## config.mk

```make
export PLATFORM = sky130hd
export DESIGN_NAME = cfg_addr_xlate
export DESIGN_NICKNAME = d
export VERILOG_FILES = /design/src/rtl/cax_pkg.sv /design/src/rtl/cax_addr_xlate.sv /design/src/rtl/cax_be_gen.sv /design/src/rtl/cax_irq_route.sv /design/src/rtl/cax_host_ctrl.sv /design/src/rtl/cfg_addr_xlate.sv
export SDC_FILE = /design/constraint.sdc
export NUM_CORES = 1
export LEC_CHECK = 0
export BUFFER_PORTS_ARGS = -buffer_cell sky130_fd_sc_hd__clkbuf_2
export CORE_MARGIN = 8
export CORE_UTILIZATION = 54
export DETAILED_ROUTE_END_ITERATION = 10
export HOLD_SLACK_MARGIN = 0.06
export PLACE_DENSITY = 0.86
export RECOVER_POWER = 100
export SYNTH_ARGS = -nofsm -noshare
export SYNTH_HDL_FRONTEND = slang
export SYNTH_SLANG_ARGS = --single-unit
```

## constraint.sdc

```tcl
create_clock -name clk -period 3.4 [get_ports clk]
set_clock_uncertainty 0.1 [all_clocks]
set_input_delay 0.17 -clock clk [delete_from_list [all_inputs] [get_ports clk]]
set_output_delay 0.17 -clock clk [all_outputs]
set_load 0.02 [all_outputs]
```

## src/rtl/cax_pkg.sv

```systemverilog
package cax_pkg;
  localparam int WORD_W = 32;
  localparam int BE_W   = WORD_W / 8;
  localparam int LINES  = 4;
  localparam int SLOT_LSB = 11;

  typedef enum logic [1:0] {
    SZ_BYTE = 2'd0,
    SZ_HALF = 2'd1,
    SZ_WORD = 2'd2,
    SZ_WIDE = 2'd3
  } cax_size_e;

  typedef enum logic [1:0] {
    ST_IDLE,
    ST_ISSUE,
    ST_WAIT,
    ST_RESP
  } cax_state_e;

  typedef struct packed {
    logic              write;
    logic [WORD_W-1:0] addr;
    logic [BE_W-1:0]   be;
    logic [WORD_W-1:0] wdata;
  } cax_cfg_req_t;
endpackage

```

## src/rtl/cax_addr_xlate.sv

```systemverilog
module cax_addr_xlate
  import cax_pkg::*;
(
  input  logic [WORD_W-1:0] index_q,
  input  logic [2:0]        win_off,
  output logic [WORD_W-1:0] xl_addr
);
  logic [WORD_W-1:0] slot_num;
  logic [WORD_W-1:0] onehot_addr;

  // lowest set bit at or above SLOT_LSB, all ones when none
  always_comb begin
    slot_num = '1;
    for (int b = WORD_W - 1; b >= SLOT_LSB; b--) begin
      if (index_q[b]) slot_num = WORD_W'(b);
    end
  end

  always_comb begin
    onehot_addr = (slot_num << SLOT_LSB)
                | {21'd0, index_q[10:8], 8'd0}
                | {24'd0, index_q[7:3], 3'd0}
                | {29'd0, win_off};
  end

  always_comb begin
    if (index_q[WORD_W-1]) begin
      xl_addr = {index_q[WORD_W-1:2], win_off[1:0]};
    end else if (index_q[0]) begin
      xl_addr = {index_q[WORD_W-1:3], win_off};
    end else begin
      xl_addr = onehot_addr;
    end
  end
endmodule

```

## src/rtl/cax_be_gen.sv

```systemverilog
module cax_be_gen
  import cax_pkg::*;
(
  input  logic [1:0]      size,
  input  logic [1:0]      lane,
  output logic [BE_W-1:0] be
);
  always_comb begin
    case (cax_size_e'(size))
      SZ_BYTE: be = BE_W'(4'b0001 << lane);
      SZ_HALF: be = lane[1] ? 4'b1100 : 4'b0011;
      default: be = 4'b1111;
    endcase
  end
endmodule

```

## src/rtl/cax_irq_route.sv

```systemverilog
module cax_irq_route
  import cax_pkg::*;
#(
  parameter int NUM_SLOTS = 4,
  parameter int SLOT_BASE = 11
) (
  input  logic                   clk,
  input  logic                   rst_n,
  input  logic [NUM_SLOTS*4-1:0] dev_intx,
  output logic [LINES-1:0]       irq_out
);
  logic [LINES-1:0] line_hit;

  for (genvar k = 0; k < LINES; k++) begin : g_line
    logic acc;
    always_comb begin
      acc = 1'b0;
      for (int s = 0; s < NUM_SLOTS; s++) begin
        for (int p = 0; p < 4; p++) begin
          if (((p + SLOT_BASE + s) % LINES) == k) acc = acc | dev_intx[s*4+p];
        end
      end
    end
    assign line_hit[k] = acc;
  end

  always_ff @(posedge clk or negedge rst_n) begin
    if (!rst_n) irq_out <= '0;
    else        irq_out <= line_hit;
  end
endmodule

```

## src/rtl/cax_host_ctrl.sv

```systemverilog
module cax_host_ctrl
  import cax_pkg::*;
(
  input  logic              clk,
  input  logic              rst_n,
  input  logic              host_req_valid,
  output logic              host_req_ready,
  input  logic              host_req_write,
  input  logic              host_req_data_win,
  input  logic [WORD_W-1:0] host_req_wdata,
  output logic              host_rsp_valid,
  input  logic              host_rsp_ready,
  output logic [WORD_W-1:0] host_rsp_rdata,
  input  logic [WORD_W-1:0] xl_addr,
  input  logic [BE_W-1:0]   xl_be,
  output logic [WORD_W-1:0] index_q,
  output cax_cfg_req_t      cfg_req,
  output logic              cfg_req_valid,
  input  logic              cfg_req_ready,
  input  logic              cfg_rsp_valid,
  input  logic [WORD_W-1:0] cfg_rsp_rdata
);
  cax_state_e        state;
  cax_cfg_req_t      req_q;
  logic [WORD_W-1:0] rsp_q;

  always_ff @(posedge clk or negedge rst_n) begin
    if (!rst_n) begin
      state   <= ST_IDLE;
      index_q <= '0;
      req_q   <= '0;
      rsp_q   <= '0;
    end else begin
      case (state)
        ST_IDLE: begin
          if (host_req_valid) begin
            if (!host_req_data_win) begin
              if (host_req_write) index_q <= host_req_wdata;
              rsp_q <= host_req_write ? '0 : index_q;
              state <= ST_RESP;
            end else begin
              req_q.write <= host_req_write;
              req_q.addr  <= xl_addr;
              req_q.be    <= xl_be;
              req_q.wdata <= host_req_wdata;
              state       <= ST_ISSUE;
            end
          end
        end
        ST_ISSUE: if (cfg_req_ready) state <= ST_WAIT;
        ST_WAIT: begin
          if (cfg_rsp_valid) begin
            rsp_q <= req_q.write ? '0 : cfg_rsp_rdata;
            state <= ST_RESP;
          end
        end
        ST_RESP: if (host_rsp_ready) state <= ST_IDLE;
        default: state <= ST_IDLE;
      endcase
    end
  end

  assign host_req_ready = (state == ST_IDLE);
  assign cfg_req_valid  = (state == ST_ISSUE);
  assign host_rsp_valid = (state == ST_RESP);
  assign host_rsp_rdata = rsp_q;
  assign cfg_req        = req_q;
endmodule

```

## src/rtl/cfg_addr_xlate.sv

```systemverilog
module cfg_addr_xlate
  import cax_pkg::*;
#(
  parameter int OFF_W     = 12,
  parameter int NUM_SLOTS = 4,
  parameter int SLOT_BASE = 11
) (
  input  logic                   clk,
  input  logic                   rst_n,
  input  logic                   host_req_valid,
  output logic                   host_req_ready,
  input  logic                   host_req_write,
  input  logic [OFF_W:0]         host_req_addr,
  input  logic [1:0]             host_req_size,
  input  logic [31:0]            host_req_wdata,
  output logic                   host_rsp_valid,
  input  logic                   host_rsp_ready,
  output logic [31:0]            host_rsp_rdata,
  output logic                   cfg_req_valid,
  input  logic                   cfg_req_ready,
  output logic                   cfg_req_write,
  output logic [31:0]            cfg_req_addr,
  output logic [3:0]             cfg_req_be,
  output logic [31:0]            cfg_req_wdata,
  input  logic                   cfg_rsp_valid,
  input  logic [31:0]            cfg_rsp_rdata,
  input  logic [NUM_SLOTS*4-1:0] dev_intx,
  output logic [3:0]             irq_out
);
  logic [WORD_W-1:0] index_q;
  logic [WORD_W-1:0] xl_addr;
  logic [BE_W-1:0]   xl_be;
  cax_cfg_req_t      cfg_req;
  logic              unused_off;

  assign unused_off = ^host_req_addr[OFF_W-1:3];

  cax_addr_xlate u_xlate (
    .index_q (index_q),
    .win_off (host_req_addr[2:0]),
    .xl_addr (xl_addr)
  );

  cax_be_gen u_be (
    .size (host_req_size),
    .lane (host_req_addr[1:0]),
    .be   (xl_be)
  );

  cax_host_ctrl u_ctrl (
    .clk               (clk),
    .rst_n             (rst_n),
    .host_req_valid    (host_req_valid),
    .host_req_ready    (host_req_ready),
    .host_req_write    (host_req_write),
    .host_req_data_win (host_req_addr[OFF_W]),
    .host_req_wdata    (host_req_wdata),
    .host_rsp_valid    (host_rsp_valid),
    .host_rsp_ready    (host_rsp_ready),
    .host_rsp_rdata    (host_rsp_rdata),
    .xl_addr           (xl_addr),
    .xl_be             (xl_be),
    .index_q           (index_q),
    .cfg_req           (cfg_req),
    .cfg_req_valid     (cfg_req_valid),
    .cfg_req_ready     (cfg_req_ready),
    .cfg_rsp_valid     (cfg_rsp_valid),
    .cfg_rsp_rdata     (cfg_rsp_rdata)
  );

  assign cfg_req_write = cfg_req.write;
  assign cfg_req_addr  = cfg_req.addr;
  assign cfg_req_be    = cfg_req.be;
  assign cfg_req_wdata = cfg_req.wdata;

  cax_irq_route #(
    .NUM_SLOTS (NUM_SLOTS),
    .SLOT_BASE (SLOT_BASE)
  ) u_irq (
    .clk      (clk),
    .rst_n    (rst_n),
    .dev_intx (dev_intx),
    .irq_out  (irq_out)
  );
endmodule

```

==> summary.md, run 1 <==
| Metric | Value |
|---|---|
| DRT iter0 DRCs | 689 |
| Maximum vdd drop | 0.531 mV |
| Number of global-route vias before repair | 6084 |
| Net Switching | 0.00334 W |
| Post-synthesis cell type with the largest combined area | dfrtp_1 |
| Worst setup path start | u_ctrl.state[0] |
| Leak | 4.01 nW |
| Status | complete, but fails checks |
| Hold_sp | dev_intx[8] |
| Rows | 38 |
| Pwr Total | 0.00781 W |
| Initial Utilization | 0.550 |
| Actual slew at the worst max-slew pin | 2.55 ns |
| Clock Tree Root | clkbuf_8 |
| CTS Buf Count | 17 |
| Crit path time final | 2.64 ns |
| Chip height | 121 um |
| H-tree Lvls | 4 |
| Detailed-route vias per instance | 5.62 |
| Via count | 5686 |
| Main area contributors after synthesis | dfrtp_1, nand2_1, mux2_2 |
| Post-route ant nets | 0 |
| Layout cells sized above 1 | 0.210 |
| Initial antenna violation count | 1 |
| P&R area growth vs syn | 40.3% |
| Clk slew on worst S/H paths | 0.06 ns |
| Yosys warning count | 0 |
| Clock Sinks | 139 |
| Routed Wire Length | 19600 um |
| Post-synth EDFFs | 0 |
| Period utilisation layout | 0.778 |
| Largest net degree at the start of global routing | 118 |
| I/O pin cnt | 210 |
| # port buffers | 200 |
| Crit. End Element | flop |
| Synth unique cells | 38 |
| Total iterations of the first detailed-routing run | 5 |
| Crit path kind | reg -> reg |
| Ys flop type | dfrtp_1 |
| Placeable Area | 0.0108 mm^2 |
| Hold Path Class | in -> reg |
| Mapped Nets | 684 |
| Unrepaired setup endpoints after global routing | no |
| Arr. time, crit path | 2.93 ns |
| Failing checks | max-capacitance violations, max-slew violations |
| Combinational Power Share | 0.374 |
| Power per cell area | 938 mW/mm^2 |
| Worst EP required | 3.68 ns |
| R2r startpoint | u_ctrl.state[0] |
| Cell Area, Synth | 0.00594 mm^2 |
| Post-synth top area share | 0.586 |
| Seq/Total Area, Yosys | 0.586 |
| Clock power frac | 0.238 |
| Routed wire per std cell | 19.3 um |
| Syn_area_per_cell | 10.3 um^2 |
| CTS max path bufs | 2 |
| DIE AREA | 0.0146 mm^2 |
| Total gr overflow | 0 |
| Fmax | 378 MHz |
| MaxCap Viol Count | 1 |
| DIE WIDTH | 121 um |
| Tot GR Track Use | 0.276 |
| Most frequent cells in the layout | nand2_1, dfrtp_1, clkbuf_1 |
| Setup violators final | 0 |
| Global placer's final weighted congestion | 0.879 |
| CP Launch Type | flop |
| CTS tree | done |
| Final hold vios | 0 |
| Global-route wire length before repair | 31500 um |
| DP Wirelength | 12700 um |
| CP max FO | 44 |
| Final #Nets | 964 |
| Sw Ratio | 0.428 |
| Clock Latency Late Sink | 0.53 ns |
| Yosys reg bits | 139 |
| Sum of negative setup slack | 0 ns |
| Internal power | 0.00446 W |
| Asr flop ratio synth | 1.00 |
| Slew margin rel. | -0.697 |
| Sequential share of power | 0.388 |
| Residual DRC count | 0 |
| Most common cell after layout, fill and taps aside | nand2_1 |
| Pins over their slew limit | 118 |
| Synth Instances | 578 |
==> synthesized netlist by cell type (all sizes together), types with 5 or more instances <==
| cell | n |
|---|---|
| nand2 | 181 |
| dfrtp | 139 |
| clkbuf | 26 |
| a22oi | 32 |
| o21ai | 44 |
| inv | 10 |
| a21oi | 6 |
| buf | 7 |
| nand3 | 30 |
| nand2b | 5 |
| mux2 | 32 |
| nor2 | 22 |
| or4 | 10 |
==> logic make-up (layout without fill, tap and decap cells) <==
kind of cell             Yosys count  after routing  share of synthesized area
multiplexers                      36             36                     0.0675
flip-flops                       139            139                      0.586
other                              0              1                          0
AO/OA/AOI/OAI                     97             97                      0.102
buffers and inverters             43            336                     0.0363
AND/OR/NAND/NOR                  259            259                      0.200
adder cells (fa/ha/maj)            4              4                    0.00843
==> worst max-delay path: stages (launching register included) <==
cell	delay [ns]
dfrtp_1	0.40
inv_1	0.12
ha_1	0.31
nand3_1	0.34
clkbuf_2	0.62
o311ai_0	0.60
==> final cells by class <==
type	instances	area, um^2
inverter	10	37.5
timing repair buffer	294	1770
clock inverter	14	170
sequential	139	3480
tap	140	175
clock buffer	18	428
fill	741	2470
multi-input combinational	396	2260
antenna	1	2.50
==> through the flow <==
step | instances | instance area, um^2 | setup slack (ns) | hold slack (ns) | utilization
6_report | 1012 | 8330 | 0.756 | 0.259 | 0.771
5_1_grt | 1012 | 8330 | 0.360 | 0.261 | 0.771
4_1_cts | 1011 | 8490 | 0.871 | 0.238 | 0.787
3_5_place_dp | 894 | 7040 | 0.890 | 0.261 | 0.652
3_3_place_gp | 894 | 7040 | 1.05 | 0.257 | 0.652
2_1_floorplan | 578 | 5940 | 1.37 | -0.226 | -
==> timing repair <==
item                      in CTS  in global routing
setup buffers                  0                  0
hold endpoints to repair     230                  0
gates resized for setup        0                  0
hold buffers                  85                  0
==> per-layer routing <==
layer / track usage / share of wire / vias to the layer above / wire [um]
met2: 0.444 / 0.51 / 317 / 9890
met1: 0.322 / 0.37 / 2757 / 7320
li1: - / - / 2533 / -
met5: 0 / 0 / - / 0
met4: 0.165 / 0.043 / 0 / 834
met3: 0.0807 / 0.078 / 79 / 1540
==> registers in the layout, indices dropped and copies added (netlist names) <==
register	count
u_ctrl.cfg_req	69
u_ctrl.host_rsp_rdata	32
u_irq.irq_out	4
u_ctrl.state	2
u_ctrl.index_q	32
==> worst paths after layout <==
kind	endpoint	slack, ns	cells past startpoint
setup reg to reg	u_ctrl.cfg_req[57]	0.76	5
max in group asynchronous	u_ctrl.index_q[21]	0.81	2
hold reg to reg	u_ctrl.cfg_req[0]	0.38	2
hold / removal	u_irq.irq_out[1]	0.26	3
min in group asynchronous	u_irq.irq_out[3]	0.88	2
setup / recovery	u_ctrl.cfg_req[57]	0.76	5
==> power by group through the flow <==
stage               registers, W  logic [W]  clock network (W)
floorplan                0.00339    0.00135                  0
global placement         0.00294    0.00279                  0
detailed placement       0.00299    0.00292                  0
CTS                      0.00298    0.00303            0.00187
global route             0.00309    0.00320            0.00195
finish                   0.00303    0.00292            0.00186
(Power assumes the default switching activity.)
==> inputs of run 2 (changes only) <==
CORE_UTILIZATION = 45   (was 54)
PLACE_DENSITY = 0.76   (was 0.86)
clock period = 2.37 ns   (was 3.4 ns; I/O delays follow)
==> run 2 against run 1 <==
Effect of this change: the flow now finishes without violations; first-iteration DRC count down 25%; combinational power up 50%; global-route usage down 4.2 points; register-to-register slack worse by 0.59 ns; non-clock buffer count up 14; critical path depth up 3.
==> summary.md, run 2 (synthesized netlist as in run 1, its figures left out) <==
| Metric | Value |
|---|---|
| Largest net degree at the start of global routing | 61 |
| Total iterations of the first detailed-routing run | 5 |
| Arr. time, crit path | 2.46 ns |
| Placeable Area | 0.0131 mm^2 |
| I/O pin cnt | 210 |
| P&R area growth vs syn | 43.2% |
| Fillers | 1059 |
| Clock Latency Late Sink | 0.42 ns |
| CP max FO | 25 |
| Actual slew at the worst max-slew pin | 1.36 ns |
| Slew margin rel. | 0.0903 |
| Clock Sinks | 139 |
| Total gr overflow | 0 |
| Crit path time final | 2.21 ns |
| Unrepaired setup endpoints after global routing | no |
| Tot GR Track Use | 0.233 |
| CP Launch Type | flop |
| DP Wirelength | 12900 um |
| Hold Path Class | in -> reg |
| Global placer's final weighted congestion | 0.860 |
| Post-route ant nets | 0 |
| Initial antenna violation count | 0 |
| Rows | 42 |
| CTS tree | done |
| Status | finished, final reports clean |
| # diodes | 0 |
| Maximum vdd drop | 0.577 mV |
| Global-route wire length before repair | 30600 um |
| Setup violators final | 0 |
| Number of global-route vias before repair | 5794 |
| # port buffers | 200 |
| Period utilisation layout | 0.931 |
| Power per cell area | 1340 mW/mm^2 |
| Sum of negative setup slack | 0 ns |
| Final #Nets | 978 |
| DIE WIDTH | 131 um |
| Most frequent cells in the layout | nand2_1, dfrtp_1, clkbuf_1 |
| Chip height | 131 um |
| Crit. End Element | flop |
| DIE AREA | 0.0171 mm^2 |
| Final core utilization | 0.650 |
| DRT iter0 DRCs | 517 |
| MaxCap Viol Count | 0 |
| Worst EP required | 2.62 ns |
| Initial Utilization | 0.454 |
| Residual DRC count | 0 |
| Fmax | 453 MHz |
| Most common cell after layout, fill and taps aside | nand2_1 |
| Pwr Total | 0.0114 W |
| Area of the multi-input gates | 0.00222 mm^2 |
| FF/Latch Area | 0.00348 mm^2 |
| Detailed-route vias per instance | 5.32 |
| H-tree Lvls | 4 |
| Post CTS Setup Buffer Count | 0 |
| Leak | 4.08 nW |
| Via count | 5645 |
| Final hold vios | 0 |
| CTS max path bufs | 2 |
| Largest register FFs | 69 |
| Clk slew on worst S/H paths | 0.06 ns |
| Clock Tree Root | clkbuf_16 |
| Routed wire per std cell | 18.7 um |
| Crit path kind | reg -> reg |
| Pins over their slew limit | 0 |
| Layout cells sized above 1 | 0.216 |
| CTS Buf Count | 17 |
| Routed Wire Length | 19800 um |
run 2: cell count changes in the layout (fill, tap and decap cells not counted), sizes merged, moves of 2 or more:
| cell | previous run | this run |
|---|---|---|
| dlygate4sd3 | 85 | 83 |
| clkinvlp | 4 | 1 |
| clkbuf | 221 | 228 |
| buf | 6 | 18 |
run 2: cell type report:
type                            instances  share of cell area
Sequential cell                       139               0.409
Multi-Input combinational cell        396               0.261
Timing Repair Buffer                  308               0.225
Clock buffer                           21              0.0554
Tap cell                              176              0.0259
Clock inverter                         11              0.0194
Inverter                               10             0.00442
run 2: worst paths after layout:
path / start / endpoint / slack, ns / depth (start not counted)
setup reg to reg: u_ctrl.state[0] / u_ctrl.cfg_req[35] / 0.16 / 8
setup / recovery: u_ctrl.state[0] / u_ctrl.cfg_req[35] / 0.16 / 8
hold / removal: host_req_addr[12] / u_ctrl.cfg_req[57] / 0.12 / 4
hold reg to reg: u_ctrl.cfg_req[1] / u_ctrl.cfg_req[1] / 0.37 / 2
min in group asynchronous: rst_n / u_irq.irq_out[0] / 0.45 / 2
max in group asynchronous: rst_n / u_ctrl.state[1] / 0.40 / 3
run 2: power by group:
| part | switching (W) | internal (W) |
|---|---|---|
| clock network | 0.000994 | 0.00184 |
| logic | 0.00286 | 0.00152 |
| registers | 0.000825 | 0.00337 |
| total | 0.00468 | 0.00673 |
run 2: through the flow:
stage               instance area (um^2)  setup slack (ns)  instances  hold slack, ns
floorplan                           5940             0.339        578          -0.277
global placement                    7240             0.277        945          0.0121
detailed placement                  7240             0.246        945          0.0136
CTS                                 8700             0.154       1060          0.0797
global route                        8500            0.0361       1061           0.150
finish                              8500             0.164       1061           0.119
run 2: timing repair:
| action | CTS | global route |
|---|---|---|
| gates resized for setup | 0 | 1 |
| endpoints found under the setup margin | 0 | 1 |
| hold endpoints to repair | 223 | 0 |
| hold buffers | 83 | 0 |
run 2: worst max-delay path, stage by stage, from the launching register on:
cell and delay (ns):
dfrtp_1 0.39, inv_1 0.11, ha_1 0.19, buf_4 0.16
and3_4 0.25, buf_12 0.19, nor2_1 0.05, a31oi_1 0.13
dlygate4sd3_1 0.56
run 2: metal layers:
metal  up-vias  track usage  wire length, um
li1       2565            -                -
met1      2781        0.283             8030
met2       244        0.381             9720
met3        55       0.0597             1430
met4         0        0.114              623
met5         -            0                0
